==> config.mk <==
export PLATFORM = sky130hd
export DESIGN_NAME = kbc_cmd_decoder
export DESIGN_NICKNAME = d
export VERILOG_FILES = /design/src/rtl/kbc_pkg.sv /design/src/rtl/kbc_ctl.sv /design/src/rtl/kbc_dp.sv /design/src/rtl/kbc_cmd_decoder.sv
export SDC_FILE = /design/constraint.sdc
export NUM_CORES = 1
export LEC_CHECK = 0
export BUFFER_PORTS_ARGS = -buffer_cell sky130_fd_sc_hd__buf_2
export CAP_MARGIN = 10
export CORE_ASPECT_RATIO = 2
export CORE_MARGIN = 1
export CORE_UTILIZATION = 54
export CTS_CLUSTER_SIZE = 24
export DETAILED_ROUTE_END_ITERATION = 12
export GPL_TIMING_DRIVEN = 0
export PLACE_DENSITY = 0.91
export SYNTH_ARGS = -nofsm -noshare
export SYNTH_HDL_FRONTEND = slang
export SYNTH_SLANG_ARGS = --single-unit
==> constraint.sdc <==
create_clock -name clk -period 4 [get_ports clk]
set_input_delay 0.2 -clock clk [delete_from_list [all_inputs] [get_ports clk]]
set_output_delay 0.2 -clock clk [all_outputs]
set_load 0.01 [all_outputs]
==> src/rtl/kbc_pkg.sv <==
package kbc_pkg;
  localparam int BYTE_W = 8;

  localparam logic [BYTE_W-1:0] OP_RD_MODE   = 8'h20;
  localparam logic [BYTE_W-1:0] OP_WR_MODE   = 8'h60;
  localparam logic [BYTE_W-1:0] OP_AUX_OFF   = 8'hA7;
  localparam logic [BYTE_W-1:0] OP_AUX_ON    = 8'hA8;
  localparam logic [BYTE_W-1:0] OP_AUX_TEST  = 8'hA9;
  localparam logic [BYTE_W-1:0] OP_SELF_TEST = 8'hAA;
  localparam logic [BYTE_W-1:0] OP_KBD_TEST  = 8'hAB;
  localparam logic [BYTE_W-1:0] OP_KBD_OFF   = 8'hAD;
  localparam logic [BYTE_W-1:0] OP_KBD_ON    = 8'hAE;
  localparam logic [BYTE_W-1:0] OP_RD_INPUT  = 8'hC0;
  localparam logic [BYTE_W-1:0] OP_RD_OUTP   = 8'hD0;
  localparam logic [BYTE_W-1:0] OP_WR_OUTP   = 8'hD1;
  localparam logic [BYTE_W-1:0] OP_WR_KBUF   = 8'hD2;
  localparam logic [BYTE_W-1:0] OP_WR_ABUF   = 8'hD3;
  localparam logic [BYTE_W-1:0] OP_WR_AUXDEV = 8'hD4;
  localparam logic [BYTE_W-1:0] OP_GATE_OFF  = 8'hDD;
  localparam logic [BYTE_W-1:0] OP_GATE_ON   = 8'hDF;
  localparam logic [BYTE_W-1:0] OP_CPU_RST   = 8'hFE;
  localparam logic [BYTE_W-1:0] OP_NOP       = 8'hFF;

  localparam logic [BYTE_W-1:0] MODE_INIT  = 8'h03;
  localparam logic [BYTE_W-1:0] OUTP_INIT  = 8'h03;
  localparam logic [BYTE_W-1:0] TEST_PASS  = 8'h55;

  typedef enum logic [1:0] {
    SRC_CONST = 2'd0,
    SRC_MODE  = 2'd1,
    SRC_OUTP  = 2'd2,
    SRC_WDATA = 2'd3
  } pushSrc_e;

  typedef struct packed {
    logic              push;
    logic              pushAux;
    pushSrc_e          pushSrc;
    logic [BYTE_W-1:0] pushConst;
    logic              loadMode;
    logic              setKbdOff;
    logic              clrKbdOff;
    logic              setAuxOff;
    logic              clrAuxOff;
    logic              setSelfTest;
    logic              loadOutPort;
    logic              gateOn;
    logic              gateOff;
    logic              resetReq;
    logic              devSend;
    logic              devAux;
  } ctlStrobe_t;
endpackage

==> src/rtl/kbc_ctl.sv <==
module kbc_ctl
  import kbc_pkg::*;
(
  input  logic              clk,
  input  logic              rstN,
  input  logic              wrEn,
  input  logic              addr,
  input  logic [BYTE_W-1:0] wrData,
  output ctlStrobe_t        stb
);
  logic [BYTE_W-1:0] pendCmd;
  logic [BYTE_W-1:0] nxtPend;
  logic [BYTE_W-1:0] cmdEff;
  logic              isPulse;

  assign isPulse = (wrData[BYTE_W-1:BYTE_W-4] == 4'hF);
  assign cmdEff  = isPulse ? (wrData[0] ? OP_NOP : OP_CPU_RST) : wrData;

  always_comb begin
    stb     = '0;
    nxtPend = pendCmd;
    if (wrEn && addr) begin
      unique case (cmdEff)
        OP_RD_MODE: begin stb.push = 1'b1; stb.pushSrc = SRC_MODE; end
        OP_WR_MODE, OP_WR_OUTP, OP_WR_KBUF, OP_WR_ABUF, OP_WR_AUXDEV:
          nxtPend = cmdEff;
        OP_AUX_OFF: stb.setAuxOff = 1'b1;
        OP_AUX_ON:  stb.clrAuxOff = 1'b1;
        OP_KBD_OFF: stb.setKbdOff = 1'b1;
        OP_KBD_ON:  stb.clrKbdOff = 1'b1;
        OP_SELF_TEST: begin
          stb.setSelfTest = 1'b1;
          stb.push        = 1'b1;
          stb.pushSrc     = SRC_CONST;
          stb.pushConst   = TEST_PASS;
        end
        OP_AUX_TEST, OP_KBD_TEST, OP_RD_INPUT: begin
          stb.push    = 1'b1;
          stb.pushSrc = SRC_CONST;
        end
        OP_RD_OUTP: begin stb.push = 1'b1; stb.pushSrc = SRC_OUTP; end
        OP_GATE_ON:  stb.gateOn   = 1'b1;
        OP_GATE_OFF: stb.gateOff  = 1'b1;
        OP_CPU_RST:  stb.resetReq = 1'b1;
        default: ;
      endcase
    end else if (wrEn) begin
      nxtPend = '0;
      unique case (pendCmd)
        OP_WR_MODE: stb.loadMode = 1'b1;
        OP_WR_KBUF: begin stb.push = 1'b1; stb.pushSrc = SRC_WDATA; end
        OP_WR_ABUF: begin
          stb.push    = 1'b1;
          stb.pushSrc = SRC_WDATA;
          stb.pushAux = 1'b1;
        end
        OP_WR_OUTP: begin
          stb.loadOutPort = 1'b1;
          stb.resetReq    = ~wrData[0];
        end
        OP_WR_AUXDEV: begin stb.devSend = 1'b1; stb.devAux = 1'b1; end
        default: stb.devSend = 1'b1;
      endcase
    end
  end

  always_ff @(posedge clk) begin
    if (!rstN) pendCmd <= '0;
    else       pendCmd <= nxtPend;
  end


  pend_only_on_write_chk: assert property (@(posedge clk) disable iff (!rstN)
    !$stable(pendCmd) |-> $past(wrEn));
endmodule

==> src/rtl/kbc_dp.sv <==
module kbc_dp
  import kbc_pkg::*;
(
  input  logic              clk,
  input  logic              rstN,
  input  ctlStrobe_t        stb,
  input  logic              addr,
  input  logic [BYTE_W-1:0] wrData,
  input  logic              kbdPend,
  input  logic              auxPend,
  input  logic [BYTE_W-1:0] kbdHead,
  input  logic [BYTE_W-1:0] auxHead,
  output logic [BYTE_W-1:0] rdData,
  output logic              pushValid,
  output logic [BYTE_W-1:0] pushData,
  output logic              pushAux,
  output logic              devValid,
  output logic [BYTE_W-1:0] devData,
  output logic              devToAux,
  output logic              cpuResetReq,
  output logic              a20Gate,
  output logic [BYTE_W-1:0] modeBits
);
  localparam int KBD_OFF_BIT = 4;
  localparam int AUX_OFF_BIT = 5;
  localparam int GATE_BIT    = 1;

  logic [BYTE_W-1:0] modeReg;
  logic [BYTE_W-1:0] outPort;
  logic              selfTest;
  logic [BYTE_W-1:0] pushSel;
  logic              auxOnly;
  logic [BYTE_W-1:0] statusByte;

  always_comb begin
    unique case (stb.pushSrc)
      SRC_MODE:  pushSel = modeReg;
      SRC_OUTP:  pushSel = outPort;
      SRC_WDATA: pushSel = wrData;
      default:   pushSel = stb.pushConst;
    endcase
  end

  always_ff @(posedge clk) begin
    if (!rstN) begin
      modeReg     <= MODE_INIT;
      outPort     <= OUTP_INIT;
      selfTest    <= 1'b0;
      pushValid   <= 1'b0;
      pushData    <= '0;
      pushAux     <= 1'b0;
      devValid    <= 1'b0;
      devData     <= '0;
      devToAux    <= 1'b0;
      cpuResetReq <= 1'b0;
    end else begin
      if (stb.loadMode)       modeReg <= wrData;
      else if (stb.setKbdOff) modeReg[KBD_OFF_BIT] <= 1'b1;
      else if (stb.clrKbdOff) modeReg[KBD_OFF_BIT] <= 1'b0;
      else if (stb.setAuxOff) modeReg[AUX_OFF_BIT] <= 1'b1;
      else if (stb.clrAuxOff) modeReg[AUX_OFF_BIT] <= 1'b0;
      if (stb.loadOutPort)    outPort <= wrData;
      else if (stb.gateOn)    outPort[GATE_BIT] <= 1'b1;
      else if (stb.gateOff)   outPort[GATE_BIT] <= 1'b0;
      if (stb.setSelfTest)    selfTest <= 1'b1;
      pushValid   <= stb.push;
      pushData    <= pushSel;
      pushAux     <= stb.pushAux;
      devValid    <= stb.devSend;
      devData     <= wrData;
      devToAux    <= stb.devAux;
      cpuResetReq <= stb.resetReq;
    end
  end

  assign auxOnly    = auxPend & ~kbdPend;
  assign statusByte = {2'b00, auxOnly, 1'b1, 1'b1, selfTest, 1'b0, kbdPend | auxPend};
  assign rdData     = addr ? statusByte : (auxOnly ? auxHead : kbdHead);
  assign a20Gate    = outPort[GATE_BIT];
  assign modeBits   = modeReg;


  mode_only_on_strobe_chk: assert property (@(posedge clk) disable iff (!rstN)
    !$stable(modeReg) |-> $past(stb.loadMode | stb.setKbdOff | stb.clrKbdOff |
                                stb.setAuxOff | stb.clrAuxOff));

  selftest_sticky_chk: assert property (@(posedge clk) disable iff (!rstN)
    $rose(selfTest) |-> pushValid && (pushData == TEST_PASS));
endmodule

==> src/rtl/kbc_cmd_decoder.sv <==
module kbc_cmd_decoder
  import kbc_pkg::*;
(
  input  logic              clk,
  input  logic              rstN,
  input  logic              wrEn,
  input  logic              addr,
  input  logic [BYTE_W-1:0] wrData,
  output logic [BYTE_W-1:0] rdData,
  input  logic              kbdPend,
  input  logic              auxPend,
  input  logic [BYTE_W-1:0] kbdHead,
  input  logic [BYTE_W-1:0] auxHead,
  output logic              pushValid,
  output logic [BYTE_W-1:0] pushData,
  output logic              pushAux,
  output logic              devValid,
  output logic [BYTE_W-1:0] devData,
  output logic              devToAux,
  output logic              cpuResetReq,
  output logic              a20Gate,
  output logic [BYTE_W-1:0] modeBits
);
  ctlStrobe_t stb;

  kbc_ctl ctl_i (
    .clk(clk), .rstN(rstN), .wrEn(wrEn), .addr(addr), .wrData(wrData), .stb(stb)
  );

  kbc_dp dp_i (
    .clk(clk), .rstN(rstN), .stb(stb), .addr(addr), .wrData(wrData),
    .kbdPend(kbdPend), .auxPend(auxPend), .kbdHead(kbdHead), .auxHead(auxHead),
    .rdData(rdData), .pushValid(pushValid), .pushData(pushData), .pushAux(pushAux),
    .devValid(devValid), .devData(devData), .devToAux(devToAux),
    .cpuResetReq(cpuResetReq), .a20Gate(a20Gate), .modeBits(modeBits)
  );


  reset_follows_write_chk: assert property (@(posedge clk) disable iff (!rstN)
    cpuResetReq |-> $past(wrEn));

  push_follows_write_chk: assert property (@(posedge clk) disable iff (!rstN)
    pushValid |-> $past(wrEn));

  push_dev_exclusive_chk: assert property (@(posedge clk) disable iff (!rstN)
    !(pushValid && devValid));

  gate_follows_write_chk: assert property (@(posedge clk) disable iff (!rstN)
    !$stable(a20Gate) |-> $past(wrEn && !(addr && wrData[7:4] == 4'hF)));
endmodule

==> reports/summary.log <==
INFO  logic_synthesis sequential_fraction_of_the_synthesis_area=42.1%
INFO  pwr            internal_power=624uW
INFO  sta            timing_worst_slew_pin_value=0.861ns
INFO  routing        detailed_router_s_first_iteration_violation_count=84
INFO  place          post-dp-hpwl=4190um
INFO  die            floorplan.initialDensity=56.3%
INFO  cts            numClockSinks=46
INFO  sta            hold_viol_final=0
INFO  critical_path  reg2reg_from=ctl_i.pendCmd[5]
INFO  sta            final_max_slew_viol_count=0
INFO  cells_and_area fillerInstances=347
INFO  critical_path  worst-r2r-cell-count=5
INFO  logic_synthesis mappedNetlistArea=0.00219sqmm
INFO  sta            post-route-worst-setup-slack=2.03ns
INFO  pwr            p_switching=210uW
INFO  pwr            cellPowerDensity=313mW/mm^2
INFO  critical_path  cp-startpoint=ctl_i.pendCmd[5]
INFO  cells_and_area fin_cells=364
INFO  worst_hold_path hold_path_depth=3
INFO  critical_path  reg2reg_setup_slack=2.03ns
INFO  logic_synthesis netlist-cell-type-count=53
INFO  sta            rsz0062_at_grt=false
INFO  pwr            power_switching_share=25.2%
INFO  pwr            share_of_total_power_in_sequential_cells=55.6%
INFO  cells_and_area post_route_cells_drive_above_1_share=28.1%
INFO  critical_path  crit_arrival=2.21ns
INFO  sta            finalSetupTns=0ns
INFO  die            fp.dieH=92.0um
INFO  logic_synthesis synth_flop_cell=dfxtp_1
INFO  cts            cts_tree=yes
INFO  global_routing total_congestion_overflow_after_global_routing=0
INFO  cts            cts_max_level=2
INFO  sta            finalHoldWorstSlack=0.152ns
INFO  cells_and_area n_antenna_cell=0
INFO  logic_synthesis synth_warnings=0
INFO  cts            post_cts_resize_count=0
INFO  global_routing first_pass_grt_wire_length=9550um
INFO  cells_and_area area_taken_by_flip_flops_and_latches=921squm
INFO  cts            clock_latency=0.30ns
INFO  logic_synthesis synthTopCellsByArea=dfxtp_1, mux2i_1, nand2_1
INFO  cells_and_area fin_area=0.00266sqmm
INFO  cts            cts.path.max_buffers=2
INFO  routing        dr.pass1.iters=5
INFO  die            ioPinCount=68
INFO  pwr            power=834uW
INFO  routing        drc=0
INFO  global_routing globalRouteTotalUtil=29.9%
INFO  cts            clk_pin_slew_worst_paths=0.08ns
INFO  place          port_buffers=64
INFO  logic_synthesis synth-seq-cells=46
INFO  sta            fin_crit=1.97ns
INFO  critical_path  startpoint_type=register
INFO  routing        total_wire_length=5680um
INFO  cts            cts.repair_timing.setup_buffer_count=0
INFO  sta            fmax=508MHz
INFO  pwr            ir_drop=0.269mV
INFO  logic_synthesis synth_async_sr_flop_share=0%
INFO  logic_synthesis synth_top_cell_by_area=dfxtp_1
INFO  critical_path  capture_point_of_the_worst_path=dp_i.pushData[6]
INFO  critical_path  worstPathMaxFanout=10
INFO  cells_and_area area_growth=21.7%
INFO  routing        dr_total_vias=2061
INFO  cells_and_area total_nets_final=342
INFO  cts            ctsRootBufferMaster=clkbuf_8
INFO  worst_hold_path holdCritStartpoint=rstN
INFO  logic_synthesis synth.net_count=270
INFO  logic_synthesis synth_enable_flop_cells=0
INFO  place          dp_slack=1.72ns
INFO  cells_and_area final_core_util=68.6%
INFO  die            die_width=47.0um
INFO  cts            numCtsBuffers=5
INFO  logic_synthesis gate_count_post_synth=240
INFO  place          place_congestion=0.957
INFO  routing        wl_per_cell=15.6um
INFO  pwr            share_clk_of_total_power=32.9%
INFO  cells_and_area multi_input_area=0.00114sqmm
INFO  worst_hold_path hold_wc_path_type=primary input to register
INFO  sta            final_min_period_over_clock_period=49.3%
INFO  logic_synthesis synthesis.area_per_instance=9.12squm
INFO  pwr            pwr-share-comb=11.5%
INFO  logic_synthesis synth.cells.most_frequent=dfxtp_1, nand2_1, nor2_1
INFO  global_routing first_global_vias=2037
INFO  global_routing grt_start_max_net_pins=15
INFO  critical_path  timing.setup.critical_path_class=register to register
INFO  global_routing antenna_violations_before_repair=0
INFO  die            placeableCoreArea=0.00388sqmm
INFO  logic_synthesis synthMostInstantiatedCell=dfxtp_1
INFO  critical_path  critical_path.reg2reg.endpoint=dp_i.pushData[6]
INFO  die            num_rows=32
INFO  die            design.die.area=0.00433sqmm
INFO  sta            finalSetupViolations=0
INFO  pwr            power.static_leakage=1.20nW
INFO  run            cap_viol_max_count=0
INFO  routing        postRouteAntennaNets=0
INFO  place          placed_cells=355
INFO  routing        vias_per_cell=5.66
INFO  cts            post_cts_hold_buffer_count=0
INFO  status         outcome=finished clean
INFO  sta            timing.clock.skew=0.00601ns
INFO  critical_path  cp_data_required_time=4.24ns
INFO  place          detailed_place.area=0.00257sqmm
INFO  sta            slew_headroom=41.8%
INFO  critical_path  crit_path_end_kind=register
INFO  logic_synthesis synthDominantCellAreaShare=42.1%
worst max-delay path, cell delays in order (launching register included):
cell and delay [ns]:
dfxtp_1 0.34, nand4b_1 0.27, nor4_1 0.48, clkbuf_1 0.44, a221oi_1 0.19, a21oi_1 0.20
power by group through the flow:
stage	clock [mW]	combinational [mW]	sequential, mW
2_1_floorplan	0	0.0526	0.477
3_5_place_dp	0	0.0944	0.474
5_1_grt	0.302	0.105	0.464
4_1_cts	0.278	0.0950	0.463
3_3_place_gp	0	0.0932	0.474
6_report	0.275	0.0959	0.463
cell usage in the layout, fill, tap and decap left out, types with 3 or more instances in the layout:
cell       Yosys  layout
a22oi_1        4       4
nand3b_1       4       4
a221oi_1       4       4
nand4bb_1      3       3
nor2b_1        3       3
o211ai_1       4       4
inv_1          8       8
nand2_1       22      22
or2_2          3       3
nor4_1         4       4
clkbuf_8       0       5
a211oi_1       3       3
a21oi_1       10      10
o21ai_0       11      11
mux2i_1       19      19
clkbuf_1      11      12
nand3_1        4       4
and2_1         6       6
dfxtp_1       46      46
buf_1          3       3
nand2b_1       4       4
nor2_1        21      21
buf_2          2      66
logic make-up after synthesis:
kind of cell           after synthesis  synth area share [%]
AND/OR/NAND/NOR                     95                  26.4
AO/OA/AOI/OAI                       53                  17.3
flip-flops                          46                  42.1
buffers and inverters               27                  5.60
multiplexers                        19                  8.69
how the worst min path moves through the flow:
stage                            endpoint  slack, ns
after floorplan           dp_i.devData[1]       0.33
after global placement      dp_i.selfTest       0.44
after detailed placement    dp_i.selfTest       0.44
after CTS                 dp_i.devData[1]       0.15
after global routing      dp_i.devData[1]       0.18
final                     dp_i.devData[1]       0.15
final cells by class:
class	count	area share (%)
sequential	46	34.6
tap	51	2.40
clock inverter	2	0.517
inverter	8	1.13
buffer	19	3.48
multi-input combinational	167	43.0
clock buffer	6	2.72
timing repair buffer	65	12.2
state kept, by name, summed over array words and instances (netlist names):
register,flops
dp_i.modeBits,8
ctl_i.pendCmd,8
dp_i.pushData,8
dp_i.outPort,8
dp_i.devValid,1
dp_i.devData,8
dp_i.pushAux,1
dp_i.selfTest,1
dp_i.cpuResetReq,1
dp_i.devToAux,1
dp_i.pushValid,1
metal layers:
layer  GRT usage [%]  vias to the layer above  wire, um
met5               0                        -         0
met4            12.4                        0       101
met3            4.72                        9       236
met2            50.0                       70      3200
met1            35.9                      964      2140
li1                -                     1018         -
No activity file was read; power rests on OpenSTA's default activity.
